## src/rtl/sdr_pm_pkg.sv

```systemverilog
package sdr_pm_pkg;

    typedef enum logic [3:0] {
        PM_IDLE,
        PM_REQ,
        PM_REF,
        PM_RFC,
        PM_SR_IN,
        PM_SR,
        PM_SR_OUT,
        PM_PD,
        PM_PD_OUT
    } pm_state_e;

    typedef struct packed {
        logic cke;
        logic arb_req;
        logic need_idle;
        logic do_ref;
        logic do_sref;
    } pm_drive_t;

    function automatic pm_drive_t drive_of(pm_state_e s);
        pm_drive_t d;
        d.cke       = 1'b1;
        d.arb_req   = 1'b1;
        d.need_idle = 1'b0;
        d.do_ref    = 1'b0;
        d.do_sref   = 1'b0;
        unique case (s)
            PM_IDLE:  d.arb_req   = 1'b0;
            PM_REQ:   d.need_idle = 1'b1;
            PM_REF:   d.do_ref    = 1'b1;
            PM_SR_IN: begin
                d.do_sref = 1'b1;
                d.cke     = 1'b0;
            end
            PM_SR:    d.cke = 1'b0;
            PM_PD:    d.cke = 1'b0;
            default:  ;
        endcase
        return d;
    endfunction

    function automatic logic in_self_refresh(pm_state_e s);
        return (s == PM_SR_IN) || (s == PM_SR);
    endfunction

endpackage

```

## src/rtl/refresh_tick_gen.sv

```systemverilog
module refresh_tick_gen #(
    parameter int INTERVAL = 1950
) (
    input  logic clk,
    input  logic rst,
    output logic tick_o
);
    localparam int CW = (INTERVAL > 2) ? $clog2(INTERVAL) : 1;
    localparam logic [CW-1:0] RELOAD = CW'(INTERVAL - 1);

    logic [CW-1:0] cnt;

    assign tick_o = (cnt == '0);

    always_ff @(posedge clk) begin
        if (rst)         cnt <= RELOAD;
        else if (tick_o) cnt <= RELOAD;
        else             cnt <= cnt - 1'b1;
    end
endmodule

```

## src/rtl/refresh_debt_ctr.sv

```systemverilog
module refresh_debt_ctr #(
    parameter int MAX_POSTPONE = 8
) (
    input  logic clk,
    input  logic rst,
    input  logic tick_i,
    input  logic hold_i,
    input  logic paid_i,
    output logic debt_nz_o,
    output logic at_limit_o,
    output logic overdue_o
);
    localparam int LIMIT = MAX_POSTPONE + 1;
    localparam int DW    = $clog2(LIMIT + 1);
    localparam logic [DW-1:0] LIM_V = DW'(LIMIT);
    localparam logic [DW-1:0] MAX_V = DW'(MAX_POSTPONE);

    logic [DW-1:0] debt, debt_n;
    logic          ovd, ovd_n;
    logic          up;

    always_comb begin
        up     = tick_i && !hold_i && (debt != LIM_V);
        debt_n = debt;
        if (up)     debt_n = debt_n + 1'b1;
        if (paid_i) debt_n = debt_n - 1'b1;
        if (debt_n == LIM_V)   ovd_n = 1'b1;
        else if (debt_n == '0) ovd_n = 1'b0;
        else                   ovd_n = ovd;
    end

    always_ff @(posedge clk) begin
        if (rst) begin
            debt <= '0;
            ovd  <= 1'b0;
        end else begin
            debt <= debt_n;
            ovd  <= ovd_n;
        end
    end

    assign debt_nz_o  = (debt != '0);
    assign at_limit_o = (debt >= MAX_V);
    assign overdue_o  = ovd;
endmodule

```

## src/rtl/pm_sequencer.sv

```systemverilog
module pm_sequencer
    import sdr_pm_pkg::*;
#(
    parameter int T_RFC    = 9,
    parameter int T_SR_MIN = 6
) (
    input  logic      clk,
    input  logic      rst,
    input  logic      self_i,
    input  logic      pdown_i,
    input  logic      gnt_i,
    input  logic      idle_i,
    input  logic      debt_nz_i,
    input  logic      at_limit_i,
    output pm_state_e state_o
);
    localparam int TMAX = (T_RFC > T_SR_MIN) ? T_RFC : T_SR_MIN;
    localparam int TW   = (TMAX > 1) ? $clog2(TMAX) : 1;
    localparam logic [TW-1:0] RFC_LOAD   = TW'(T_RFC - 1);
    localparam logic [TW-1:0] SRMIN_LOAD = TW'(T_SR_MIN - 1);

    pm_state_e     st, st_n;
    logic [TW-1:0] tmr, tmr_n;
    logic          work;

    always_comb begin
        st_n  = st;
        tmr_n = tmr;
        work  = debt_nz_i || self_i || pdown_i;
        unique case (st)
            PM_IDLE: if (work) st_n = PM_REQ;
            PM_REQ: begin
                if (gnt_i && idle_i) begin
                    if (debt_nz_i)    st_n = PM_REF;
                    else if (self_i)  st_n = PM_SR_IN;
                    else if (pdown_i) st_n = PM_PD;
                    else              st_n = PM_IDLE;
                end else if (!work) begin
                    st_n = PM_IDLE;
                end
            end
            PM_REF: begin
                st_n  = PM_RFC;
                tmr_n = RFC_LOAD;
            end
            PM_RFC, PM_SR_OUT: begin
                if (tmr == '0) st_n = work ? PM_REQ : PM_IDLE;
                else           tmr_n = tmr - 1'b1;
            end
            PM_SR_IN: begin
                st_n  = PM_SR;
                tmr_n = SRMIN_LOAD;
            end
            PM_SR: begin
                if (tmr != '0) begin
                    tmr_n = tmr - 1'b1;
                end else if (!self_i) begin
                    st_n  = PM_SR_OUT;
                    tmr_n = RFC_LOAD;
                end
            end
            PM_PD:     if (!pdown_i || at_limit_i) st_n = PM_PD_OUT;
            PM_PD_OUT: st_n = work ? PM_REQ : PM_IDLE;
            default:   st_n = PM_IDLE;
        endcase
    end

    always_ff @(posedge clk) begin
        if (rst) begin
            st  <= PM_IDLE;
            tmr <= '0;
        end else begin
            st  <= st_n;
            tmr <= tmr_n;
        end
    end

    assign state_o = st;
endmodule

```

## src/rtl/sdram_refresh_pm_sched.sv

```systemverilog
module sdram_refresh_pm_sched
    import sdr_pm_pkg::*;
#(
    parameter int REF_INTERVAL = 1950,
    parameter int MAX_POSTPONE = 8,
    parameter int T_RFC        = 9,
    parameter int T_SR_MIN     = 6
) (
    input  logic clk,
    input  logic rst,
    input  logic lp_self_i,
    input  logic lp_pdown_i,
    input  logic arb_gnt_i,
    input  logic banks_idle_i,
    output logic arb_req_o,
    output logic need_idle_o,
    output logic cke_o,
    output logic cmd_aref_o,
    output logic cmd_sref_o,
    output logic overdue_o
);
    logic      tick;
    logic      debt_nz, at_limit;
    pm_state_e st;
    pm_drive_t drv;

    assign drv = drive_of(st);

    refresh_tick_gen #(.INTERVAL(REF_INTERVAL)) u_tick (
        .clk    (clk),
        .rst    (rst),
        .tick_o (tick)
    );

    refresh_debt_ctr #(.MAX_POSTPONE(MAX_POSTPONE)) u_debt (
        .clk        (clk),
        .rst        (rst),
        .tick_i     (tick),
        .hold_i     (in_self_refresh(st)),
        .paid_i     (drv.do_ref),
        .debt_nz_o  (debt_nz),
        .at_limit_o (at_limit),
        .overdue_o  (overdue_o)
    );

    pm_sequencer #(.T_RFC(T_RFC), .T_SR_MIN(T_SR_MIN)) u_seq (
        .clk        (clk),
        .rst        (rst),
        .self_i     (lp_self_i),
        .pdown_i    (lp_pdown_i),
        .gnt_i      (arb_gnt_i),
        .idle_i     (banks_idle_i),
        .debt_nz_i  (debt_nz),
        .at_limit_i (at_limit),
        .state_o    (st)
    );

    assign arb_req_o   = drv.arb_req;
    assign need_idle_o = drv.need_idle;
    assign cke_o       = drv.cke;
    assign cmd_aref_o  = drv.do_ref;
    assign cmd_sref_o  = drv.do_sref;
endmodule

```

## config.mk

```make
export PLATFORM = sky130hd
export DESIGN_NAME = sdram_refresh_pm_sched
export DESIGN_NICKNAME = d
export VERILOG_FILES = /design/src/rtl/sdr_pm_pkg.sv /design/src/rtl/refresh_tick_gen.sv /design/src/rtl/refresh_debt_ctr.sv /design/src/rtl/pm_sequencer.sv /design/src/rtl/sdram_refresh_pm_sched.sv
export SDC_FILE = /design/constraint.sdc
export NUM_CORES = 1
export LEC_CHECK = 0
export ABC_CLOCK_PERIOD_IN_PS = 3900
export BUFFER_PORTS_ARGS = -buffer_cell sky130_fd_sc_hd__buf_2
export CELL_PAD_IN_SITES_DETAIL_PLACEMENT = 2
export CELL_PAD_IN_SITES_GLOBAL_PLACEMENT = 2
export CORE_MARGIN = 2
export CORE_UTILIZATION = 37
export CTS_BUF_LIST = sky130_fd_sc_hd__clkbuf_2
export CTS_CLUSTER_SIZE = 10
export DETAILED_ROUTE_END_ITERATION = 10
export HOLD_SLACK_MARGIN = 0.15
export PLACE_DENSITY = 0.87
export REMOVE_ABC_BUFFERS = 1
export SLEW_MARGIN = 20
export SYNTH_ARGS = -nofsm -noshare
export SYNTH_HDL_FRONTEND = slang
export SYNTH_SLANG_ARGS = --single-unit
export TNS_END_PERCENT = 50
```

## constraint.sdc

```tcl
create_clock -name clk -period 3.9 [get_ports clk]
set_input_delay 0.585 -clock clk [delete_from_list [all_inputs] [get_ports clk]]
set_output_delay 0.585 -clock clk [all_outputs]
set_load 0.005 [all_outputs]
```

# ---- Word-level counts from Yosys, hierarchy flattened
# Index checks and enable logic that the tools add are counted.
dict set report word_totals {
  ff_bits 24
  input_bits 6
}
dict set report classes {
  n_addsub 4
  n_lt_le_gt_ge 1
  eq_ne 18
  muxes 25
  reduce_logical 22
}
# cell n
set ops {}
lappend ops {{4-bit two-way mux} 14}
lappend ops {{4-bit case mux with 8 select lines} 1}
lappend ops {{4-bit by 3-bit equality test with 1-bit output (second input constant)} 4}
lappend ops {{4-bit case mux with 4 select lines} 1}
lappend ops {{4-bit zero test} 3}
lappend ops {{4-bit nonzero test} 3}
lappend ops {{11-bit zero test} 1}
lappend ops {{11-bit by 1-bit subtractor with 11-bit output (second input constant)} 1}
lappend ops {{4-bit by 2-bit equality test with 1-bit output (second input constant)} 2}
lappend ops {{4-bit equality test (second input constant)} 2}
lappend ops {{1-bit two-way mux} 8}
lappend ops {{4-bit by 1-bit subtractor with 4-bit output (second input constant)} 2}
lappend ops {{2-bit by 1-bit inequality test with 1-bit output (second input constant)} 3}
lappend ops {{2-bit inequality test (second input constant)} 3}
lappend ops {{6-bit AND reduction} 1}
lappend ops {{4-bit by 1-bit adder with 4-bit output (second input constant)} 1}
lappend ops {{4-bit by 1-bit equality test with 1-bit output (second input constant)} 1}
lappend ops {{4-bit >= comparator (second input constant)} 1}
lappend ops {{1-bit logical OR} 4}
lappend ops {{4-bit inequality test (second input constant)} 1}
lappend ops {{2-bit OR reduction} 2}
lappend ops {{1-bit logical AND} 3}
lappend ops {{3-bit two-way mux} 1}
lappend ops {{3-bit by 2-bit inequality test with 1-bit output (second input constant)} 1}
lappend ops {{other kinds (5)} 6}

# ---- Longest topological paths before layout
# Gate-level depths: netlist of the first run.
dict set report logic_depth {
  ltp_word 11
  depth_mapped 12
}

# ---- By module
# Synthesis of the first run repeated with hierarchy kept, for this count alone.
dict set report unflattened {
  cells_unflattened 211
  hier_area_um2 1764.2
}
# mod instances cells_each area_per_inst_um2 seq_area_each_um2
set by_module_without_submodules {}
lappend by_module_without_submodules {pm_sequencer 1 93 738.2 160.2}
lappend by_module_without_submodules {refresh_tick_gen 1 62 563.0 220.2}
lappend by_module_without_submodules {refresh_debt_ctr 1 48 412.9 100.1}
lappend by_module_without_submodules {sdram_refresh_pm_sched 1 8 50.0 0.0}

# ---- Worst setup path after synthesis of the first run
# OpenSTA, ideal clock, no wires.
dict set report synth_timing {
  kind {reg-to-reg}
  from {register u_tick.cnt[0]}
  to {register u_debt.ovd, in the netlist u_debt.overdue_o}
  setup_ns 0.058
  t_arrival_ns 2.858
  setup_slack_ns 0.984
  stages_incl_launch_ff 13
  period_less_slack_ns 2.916
  cell_sequence {dfxtp_1 > inv_1 > ha_1 > or4b_2 > or4_4 > o21ai_0 > and2_1 > ha_1 > and2_1 > nand3_1 > o311ai_0 > a311oi_1 > o22a_1}
}
dict set report synth_between {
  elab_chain_len 8
  word_cells_on_any_way 10
  cone_classes {add/sub (1); eq/ne (1); mux (3); reduce/logical (5)}
}
# element line
set synth_lines {}
lappend synth_lines {{from (decl)} refresh_tick_gen.sv:11} ;# logic [CW-1:0] cnt;
lappend synth_lines {{from (signal assigned)} refresh_tick_gen.sv:18} ;# else cnt <= cnt - 1'b1;
lappend synth_lines {{11-bit zero test (*)} refresh_tick_gen.sv:13} ;# assign tick_o = (cnt == '0);
lappend synth_lines {{1-bit logical AND (*) (2 in a row)} refresh_debt_ctr.sv:23} ;# up = tick_i && !hold_i && (debt != LIM_V);
lappend synth_lines {{4-bit two-way mux (*)} refresh_debt_ctr.sv:25} ;# if (up) debt_n = debt_n + 1'b1;
lappend synth_lines {{4-bit by 1-bit subtractor with 4-bit output} refresh_debt_ctr.sv:26} ;# if (paid_i) debt_n = debt_n - 1'b1;
lappend synth_lines {{4-bit two-way mux (*)} refresh_debt_ctr.sv:26}
lappend synth_lines {{4-bit equality test / 4-bit zero test (equally long branches)} {refresh_debt_ctr.sv:27, refresh_debt_ctr.sv:28}}
lappend synth_lines {{1-bit two-way mux / 2-bit nonzero test (equally long branches)} n/a}
lappend synth_lines {{to (signal assigned)} refresh_debt_ctr.sv:38} ;# ovd <= ovd_n;
lappend synth_lines {{to (decl)} refresh_debt_ctr.sv:19} ;# logic ovd, ovd_n;
# Mark *: on every way between the ends. The rest lies on a longest branch, timed or not.
# A chain may end at the register's enable or synchronous reset.

# ---- Worst setup path in the final report of the first run
# Same ends and word-level chain as after synthesis.

==> flow_summary.toml, run 1 <==
[hold_path]
hp-class = "reg -> reg"

[worst_setup_path]
cp_cell_sequence = "inv_1, ha_1, or4b_2, or4_4, o21ai_0, and2_1, ha_1, nand2_1, xor2_1, xnor2_1, nor4b_2, o22a_1"
cp.buffers_inverters = 1
end_kind = "register"
max_stage_delay_ns = 0.62
cp.arrival_ns = 3.65
crit_family = "simple AND/OR/NAND/NOR gates"
cp.required_ns = 4.23
path_common_cell = "ha_1"
crit_type = "reg -> reg"
crit_fanout = 4
cp_slowest_cell = "or4b_2"
start_kind = "register"

[floorplan]
die_area_um2 = 4760
initial_core_util_pct = 38.8
die_y_um = 69.0
fp.dieW_um = 69.0
ioPinCount = 12
fp-row-count = 23
core_um2 = 4030

[sta]
rsz0062_at_grt = "no"
fin_crit_sh_pct = 85.1
tns_ns = 0
fin_ws_ns = 0.581
hold_viol = 0
max_slew_margin_pct = 48.4
layout_min_cycle_time_ns = 3.32
finalSetupViolCount = 0
skew_ns = 0.0115
slew_violations = 0
fmax_ghz = 0.301
tightest_slew_ns = 0.772

[drt]
avgRoutedWirePerCell_um = 18.7
first_iter_violations = 51
drt-met1-wl_um = 2190
wl_met3_um = 68
drc = 0
drtAntennaViolNets = 0
via_count = 1449
top_layer = "met4"
met2_length_um = 2420
first_pass_iters = 4
drt-total-wl_um = 4680
viasPerCell = 5.77

[synth]
yosysTopAreaCellShare_pct = 30.8
ys_types = 56
async_flop_share_pct = 0
yosysSeqAreaShare_pct = 30.8
synth_warnings = 0
ys_ff_latch = 24
synth_area_leaders = "dfxtp_1 (31%), ha_1 (5.6%), xnor2_1 (5.0%), nor2_1 (4.3%), a21oi_1 (4.2%)"
synthFlopType = "dfxtp_1"
synth_edf_count = 0
syn_area_um2 = 1560
synth_area_leader_cell = "dfxtp_1"
syn_inst = 195
avgSynthCellArea_um2 = 8.01

[cts]
clock_sinks = 24
cts-root-buf = "clkbuf_2"
htreeDepth = 1
clock_latency_ns = 0.36
postCtsSetupRepairBufs = 0
cts_tree = "done"
cts_resized = 0
hold_buffers = 0
cts_buffer_depth = 2
cts_inserted_buffers = 3
clk_pin_slew_ns = 0.27

[global_route]
grt_usage_pct = 21.2
grt_pass1_wl_um = 7530
grt_pass1_vias = 1548
antenna_found_initial = 0
grt_max_degree = 23
grt_overflow_total = 0

[final_layout]
final_common_cell = "dfxtp_1"
final_util_pct = 42.0
num_antenna_cells = 0
nets = 215
drive_gt1_share_pct = 12.4
final_cell_mix = "dfxtp_1 (24), nor2_1 (18), nand2_1 (13), a21oi_1 (13), inv_1 (12)"
synthToLayoutAreaGrowth_pct = 8.41

[place]
dp_slack_ns = 0.600
portBuffers = 11
gp_congestion = 0.899
dpl.hpwl_um = 3570

[power]
p_leak_nw = 0.596
power.switching_uw = 321
p_per_area_nw_per_um2 = 483
total_power_uw = 818
pwr-share-comb_pct = 37.4
p_seq_share_pct = 41.2
pwr-share-clk_pct = 21.4
sw_frac_of_total_pct = 39.3
internal-power_uw = 497
vdd_drop_max_v = 0.000190

[job]
drv_cap = 0

[outcome]
status = "complete, no violations"
## synth_stat cells, drive strengths merged (2+ instances only)
cell type / number
nand3: 10
o22ai: 2
nand2: 13
xnor2: 9
or4: 3
ha: 7
a21oi: 13
dfxtp: 24
nor2b: 3
a211oi: 4
nand2b: 4
nor3: 4
clkbuf: 9
o211ai: 2
or4b: 2
xor2: 3
inv: 12
and2: 2
and3: 2
o31ai: 2
nor4b: 2
a31oi: 4
nor4: 4
o21ai: 9
nor2: 19
or3: 3
## worst register-to-register path: stages, from the launching register on
cell     delay, ns
dfxtp_1       0.40
inv_1         0.12
ha_1          0.15
or4b_2        0.62
or4_4         0.48
o21ai_0       0.26
and2_1        0.17
ha_1          0.15
nand2_1       0.07
xor2_1        0.17
xnor2_1       0.26
nor4b_2       0.27
o22a_1        0.17
## through the flow
| stage | cell area (µm²) | hold slack, ns | cells |
|---|---|---|---|
| detailed placement | 1650 | 0.410 | 247 |
| global route | 1690 | 0.478 | 251 |
| finish | 1690 | 0.456 | 251 |
| CTS | 1690 | 0.463 | 251 |
| floorplan | 1520 | 0.371 | 185 |
| global placement | 1650 | 0.379 | 247 |
## power by group through the flow
stage,Combinational (mW),Sequential [mW],Clock (mW)
after floorplan,0.224,0.321,0
after global placement,0.280,0.336,0
after detailed placement,0.305,0.341,0
after CTS,0.308,0.337,0.178
after global routing,0.343,0.345,0.187
final,0.306,0.337,0.175
## final cells by class
class,instances,area (µm²)
clock buffer,3,15.0
timing repair buffer,12,62.6
clock inverter,1,30.0
tap,50,62.6
inverter,13,48.8
multi-input combinational,148,993
fill,467,2340
sequential,24,480
## final timing paths
kind                 startpoint                to  slack (ns)  cells after the start
hold reg to reg   u_tick.cnt[0]     u_tick.cnt[0]        0.46                      1
setup reg to reg  u_tick.cnt[0]  u_debt.overdue_o        0.58                     12
setup / recovery  u_tick.cnt[0]  u_debt.overdue_o        0.58                     12
hold / removal    u_tick.cnt[0]     u_tick.cnt[0]        0.46                      1
## sequential cells by signal (all words and copies together) (netlist names)
signal and cells:
u_tick.cnt 11, u_debt.debt 4, u_seq.state_o 4, u_seq.tmr 4, u_debt.overdue_o 1
## per-layer routing
layer | GRT usage [%] | up-vias
li1 | - | 712
met1 | 26.4 | 725
met2 | 39.1 | 10
met3 | 2.11 | 2
met4 | 4.90 | 0
met5 | 0 | -
## logic make-up (layout without fill, tap and decap cells)
| group | count (synthesis) | count (layout) | synth area share (%) |
|---|---|---|---|
| AO/OA/AOI/OAI | 48 | 48 | 20.1 |
| XOR/XNOR | 13 | 13 | 8.17 |
| adder cells (fa/ha/maj) | 8 | 8 | 6.25 |
| buffers and inverters | 23 | 29 | 5.61 |
| flip-flops | 24 | 24 | 30.8 |
| multiplexers | 1 | 1 | 0.721 |
| AND/OR/NAND/NOR | 78 | 78 | 28.4 |
No activity file was read; power rests on OpenSTA's default activity.
==> run 2, diff against run 1 <==
--- a/config.mk
+++ b/config.mk
@@ -15,7 +15,7 @@
 export CTS_CLUSTER_SIZE = 10
 export DETAILED_ROUTE_END_ITERATION = 10
 export HOLD_SLACK_MARGIN = 0.15
-export PLACE_DENSITY = 0.87
+export PLACE_DENSITY = 0.92
 export REMOVE_ABC_BUFFERS = 1
 export SLEW_MARGIN = 20
 export SYNTH_ARGS = -nofsm -noshare
==> run 2 against run 1 <==
Compared with the run above:
- core utilization did not move
- clock power is 2% lower
- largest cell class unchanged
- clock-buffer cell count unchanged
- critical endpoint unchanged
- global-route usage rose by 0.22 points
- combinational power hardly changed
==> flow_summary.toml, run 2 (synthesis results as in run 1) <==
[outcome]
status = "complete, no violations"

[sta]
rsz0062_at_grt = "no"
tns_ns = 0
fmax_ghz = 0.300
layout_min_cycle_time_ns = 3.33
skew_ns = 0.0105
slew_violations = 0
max_slew_margin_pct = 50.3
fin_crit_sh_pct = 85.4
hold_viol = 0
finalSetupViolCount = 0
tightest_slew_ns = 0.744
hold_slack_ns = 0.442

[final_layout]
layout.cells.non_filler = 251
multi_input_area_um2 = 993
nets = 215
largest_reg_flops = 11
final_cell_mix = "dfxtp_1 (24), nor2_1 (18), nand2_1 (13), a21oi_1 (13), inv_1 (12)"
drive_gt1_share_pct = 12.4
final_common_cell = "dfxtp_1"
num-fill-cells = 478
final_util_pct = 42.0
final_area_um2 = 1690
seq_area_um2 = 480
synthToLayoutAreaGrowth_pct = 8.41
regMostFlops = "u_tick.cnt"
num_antenna_cells = 0

[cts]
htreeDepth = 1
postCtsSetupRepairBufs = 0
cts_inserted_buffers = 3
clock_latency_ns = 0.36
cts-root-buf = "clkbuf_2"
cts_resized = 0
cts_buffer_depth = 2
clk_pin_slew_ns = 0.23
hold_buffers = 0
cts_tree = "done"
clock_sinks = 24

[power]
p_leak_nw = 0.596
p_per_area_nw_per_um2 = 480
power.switching_uw = 315
pwr-share-comb_pct = 37.6
vdd_drop_max_v = 0.000159
p_seq_share_pct = 41.4
internal-power_uw = 497
sw_frac_of_total_pct = 38.8
pwr-share-clk_pct = 21.0

[floorplan]
die_y_um = 69.0
die_area_um2 = 4760
fp-row-count = 23
core_um2 = 4030
initial_core_util_pct = 38.8
fp.dieW_um = 69.0
ioPinCount = 12

[place]
gp_congestion = 0.831
dpl_cell_area_um2 = 1650
portBuffers = 11
dpl.hpwl_um = 3500
dp.cells = 247

[drt]
drc = 0
drtAntennaViolNets = 0
first_iter_violations = 78
avgRoutedWirePerCell_um = 18.4
viasPerCell = 5.84
first_pass_iters = 4
drt-total-wl_um = 4630
via_count = 1467

[job]
drv_cap = 0

[worst_setup_path]
cp_slowest_cell = "or4b_2"
crit_fanout = 4
start_kind = "register"
cp.arrival_ns = 3.66
crit_type = "reg -> reg"
cp_cell_sequence = "inv_1, ha_1, or4b_2, or4_4, o21ai_0, and2_1, ha_1, and2_1, o21ai_0, nand3_1, a311oi_1, o22a_1"
max_stage_delay_ns = 0.61
end_kind = "register"
cp.required_ns = 4.23

[global_route]
grt_overflow_total = 0
grt_pass1_vias = 1578
antenna_found_initial = 0
grt_pass1_wl_um = 7490
grt_usage_pct = 21.4
grt_max_degree = 23

[hold_path]
hp-class = "reg -> reg"
run 2: per-layer routing:
metal	wire length (µm)	GRT usage [%]
met3	92	2.60
met5	0	0
met4	89	8.09
met2	2390	40.4
met1	2060	24.3
run 2: through the flow:
step,worst slack [ns],total power [mW]
finish,0.570,0.812
global route,0.372,0.883
CTS,0.537,0.824
detailed placement,0.615,0.647
floorplan,0.983,0.544
global placement,0.899,0.614
run 2: final cells by class:
cell class,instances,area share (%)
flip-flops and latches,24,28.4
clock buffers,3,0.887
repair buffers,12,3.70
multi-input cells,148,58.7
clock inverters,1,1.77
well taps,50,3.70
inverters,13,2.88
run 2: critical path: cells and delay by family, from the launching register on:
family | cells | cell delay, ns
simple gates | 5 | 1.60
fa+ha+maj | 2 | 0.41
buf+inv | 1 | 0.11
compound gates | 4 | 0.81
flops | 1 | 0.38
run 2: power by group through the flow:
stage	Clock, mW	Sequential [mW]	Combinational, mW
6_report	0.171	0.336	0.305
5_1_grt	0.190	0.344	0.348
4_1_cts	0.179	0.336	0.310
3_5_place_dp	0	0.341	0.306
3_3_place_gp	0	0.335	0.279
2_1_floorplan	0	0.321	0.224
run 2: path summary, 6_finish.rpt:
check	startpoint	end	slack, ns	cells after the start
max	u_tick.cnt[0]	u_debt.overdue_o	0.57	12
min	u_tick.cnt[0]	u_tick.cnt[0]	0.44	1
max reg2reg	u_tick.cnt[0]	u_debt.overdue_o	0.57	12
min reg2reg	u_tick.cnt[0]	u_tick.cnt[0]	0.44	1
==> run 3, diff against run 2 <==
--- a/config.mk
+++ b/config.mk
@@ -7,15 +7,16 @@
 export LEC_CHECK = 0
 export ABC_CLOCK_PERIOD_IN_PS = 3900
 export BUFFER_PORTS_ARGS = -buffer_cell sky130_fd_sc_hd__buf_2
+export CAP_MARGIN = 10
 export CELL_PAD_IN_SITES_DETAIL_PLACEMENT = 2
 export CELL_PAD_IN_SITES_GLOBAL_PLACEMENT = 2
 export CORE_MARGIN = 2
-export CORE_UTILIZATION = 37
+export CORE_UTILIZATION = 29
 export CTS_BUF_LIST = sky130_fd_sc_hd__clkbuf_2
 export CTS_CLUSTER_SIZE = 10
 export DETAILED_ROUTE_END_ITERATION = 10
 export HOLD_SLACK_MARGIN = 0.15
-export PLACE_DENSITY = 0.92
+export PLACE_DENSITY = 0.77
 export REMOVE_ABC_BUFFERS = 1
 export SLEW_MARGIN = 20
 export SYNTH_ARGS = -nofsm -noshare
==> run 3 against run 2 <==
Compared with the run above:
- core utilization is 8.6 points lower
- fmax is 0.93% higher
- cell count grew 8.0%
- register-to-register slack better by 0.03 ns
- sequential cell count stayed put
- critical path depth unchanged
- via count down 1.5%
- design area grew 1.5%
- non-clock buffer count unchanged
- power fell by 1.1%
- combinational power decreased by 3%
- critical endpoint unchanged
- largest cell class unchanged
- largest power group unchanged
==> flow_summary.toml, run 3 (synthesis results as in run 1) <==
[outcome]
status = "complete, no violations"

[sta]
hold_slack_ns = 0.440
fin_crit_sh_pct = 84.6
layout_min_cycle_time_ns = 3.30
rsz0062_at_grt = "no"
max_slew_margin_pct = 51.4
tightest_slew_ns = 0.728
skew_ns = 0.0141
finalSetupViolCount = 0
fmax_ghz = 0.303
fin_ws_ns = 0.601
tns_ns = 0
slew_violations = 0
hold_viol = 0

[worst_setup_path]
reg2reg_depth = 12
max_stage_delay_ns = 0.61
cp_slowest_cell = "or4b_2"
cp_cell_sequence = "inv_1, ha_1, or4b_2, or4_4, o21ai_0, and2_1, ha_1, and2_1, nand3_1, o311ai_0, a311oi_1, o22a_1"
r2r-start = "u_tick.cnt[0]"
end_kind = "register"
reg2reg_slack_ns = 0.60
crit_fanout = 4
cp.buffers_inverters = 1
cp.required_ns = 4.25
r2r_end = "u_debt.overdue_o"
crit_type = "reg -> reg"
crit_family = "simple AND/OR/NAND/NOR gates"
start_kind = "register"
cp.arrival_ns = 3.65

[final_layout]
final_area_um2 = 1720
regMostFlops = "u_tick.cnt"
multi_input_area_um2 = 993
drive_gt1_share_pct = 12.4
largest_reg_flops = 11
nets = 215
final_common_cell = "dfxtp_1"
synthToLayoutAreaGrowth_pct = 10.0
final_cell_mix = "dfxtp_1 (24), nor2_1 (18), nand2_1 (13), a21oi_1 (13), inv_1 (12)"
final_util_pct = 33.4
seq_area_um2 = 480
num-fill-cells = 652
num_antenna_cells = 0

[floorplan]
fp.dieW_um = 77.4
core_um2 = 5140
ioPinCount = 12
die_area_um2 = 5990
die_y_um = 77.4
initial_core_util_pct = 30.4
fp-row-count = 26

[global_route]
grt_pass1_wl_um = 7490
antenna_found_initial = 0
grt_usage_pct = 15.7
grt_max_degree = 23
grt_overflow_total = 0
grt_pass1_vias = 1479

[cts]
cts-root-buf = "clkbuf_2"
cts_inserted_buffers = 3
clock_latency_ns = 0.38
cts_resized = 0
clk_pin_slew_ns = 0.25
htreeDepth = 1
hold_buffers = 0
cts_tree = "done"
postCtsSetupRepairBufs = 0
clock_sinks = 24
cts_buffer_depth = 2

[power]
p_leak_nw = 0.596
internal-power_uw = 496
sw_frac_of_total_pct = 38.2
power.switching_uw = 307
pwr-share-comb_pct = 36.9
pwr-share-clk_pct = 21.5
vdd_drop_max_v = 0.000121
p_per_area_nw_per_um2 = 467
p_seq_share_pct = 41.6

[drt]
viasPerCell = 5.33
first_iter_violations = 34
avgRoutedWirePerCell_um = 15.9
drtAntennaViolNets = 0
via_count = 1445
first_pass_iters = 4
drt-total-wl_um = 4300
drc = 0

[hold_path]
hp-class = "reg -> reg"
hp-start = "u_tick.cnt[0]"
hold_path_depth = 1
whs_endpoint = "u_tick.cnt[0]"

[place]
dpl.hpwl_um = 3150
gp_congestion = 0.782
dp_slack_ns = 0.633
portBuffers = 11
dpl_cell_area_um2 = 1670

[job]
drv_cap = 0
## run 3: cell counts in the layout (fill, tap and decap cells not counted)
Identical to the previous run, type by type.
## run 3: area by class of cell
class	count	share of cell area (%)
Clock inverter	1	1.75
Clock buffer	3	0.874
Tap cell	70	5.10
Inverter	13	2.84
Timing Repair Buffer	12	3.64
Multi-Input combinational cell	148	57.8
Sequential cell	24	28.0
## run 3: per-stage QoR
step                std cells  power, mW
finish                    271      0.803
global route              271      0.876
CTS                       271      0.816
detailed placement        267      0.637
global placement          267      0.627
floorplan                 185      0.544
## run 3: how the worst max path moves through the flow
stage	start	end	cells past startpoint
2_1_floorplan	u_tick.cnt[0]	u_debt.overdue_o	12
5_1_grt	u_tick.cnt[0]	u_debt.overdue_o	12
3_3_place_gp	u_tick.cnt[0]	u_debt.overdue_o	12
6_report	u_tick.cnt[0]	u_debt.overdue_o	12
4_1_cts	u_tick.cnt[0]	u_debt.overdue_o	12
3_5_place_dp	u_tick.cnt[0]	u_debt.overdue_o	12
## run 3: per-layer routing
metal  part of all wire, %  GRT usage (%)  up-vias
li1                      -              -      713
met1                    47           19.7      714
met2                    49           27.0       13
met3                   2.3           3.14        5
met4                   1.3           4.82        0
met5                     0              0        -
## run 3: power groups by stage
stage | clock network [mW] | logic [mW] | registers, mW
floorplan | 0 | 0.224 | 0.321
global placement | 0 | 0.288 | 0.339
detailed placement | 0 | 0.297 | 0.339
CTS | 0.181 | 0.301 | 0.334
global route | 0.187 | 0.345 | 0.344
finish | 0.173 | 0.296 | 0.334
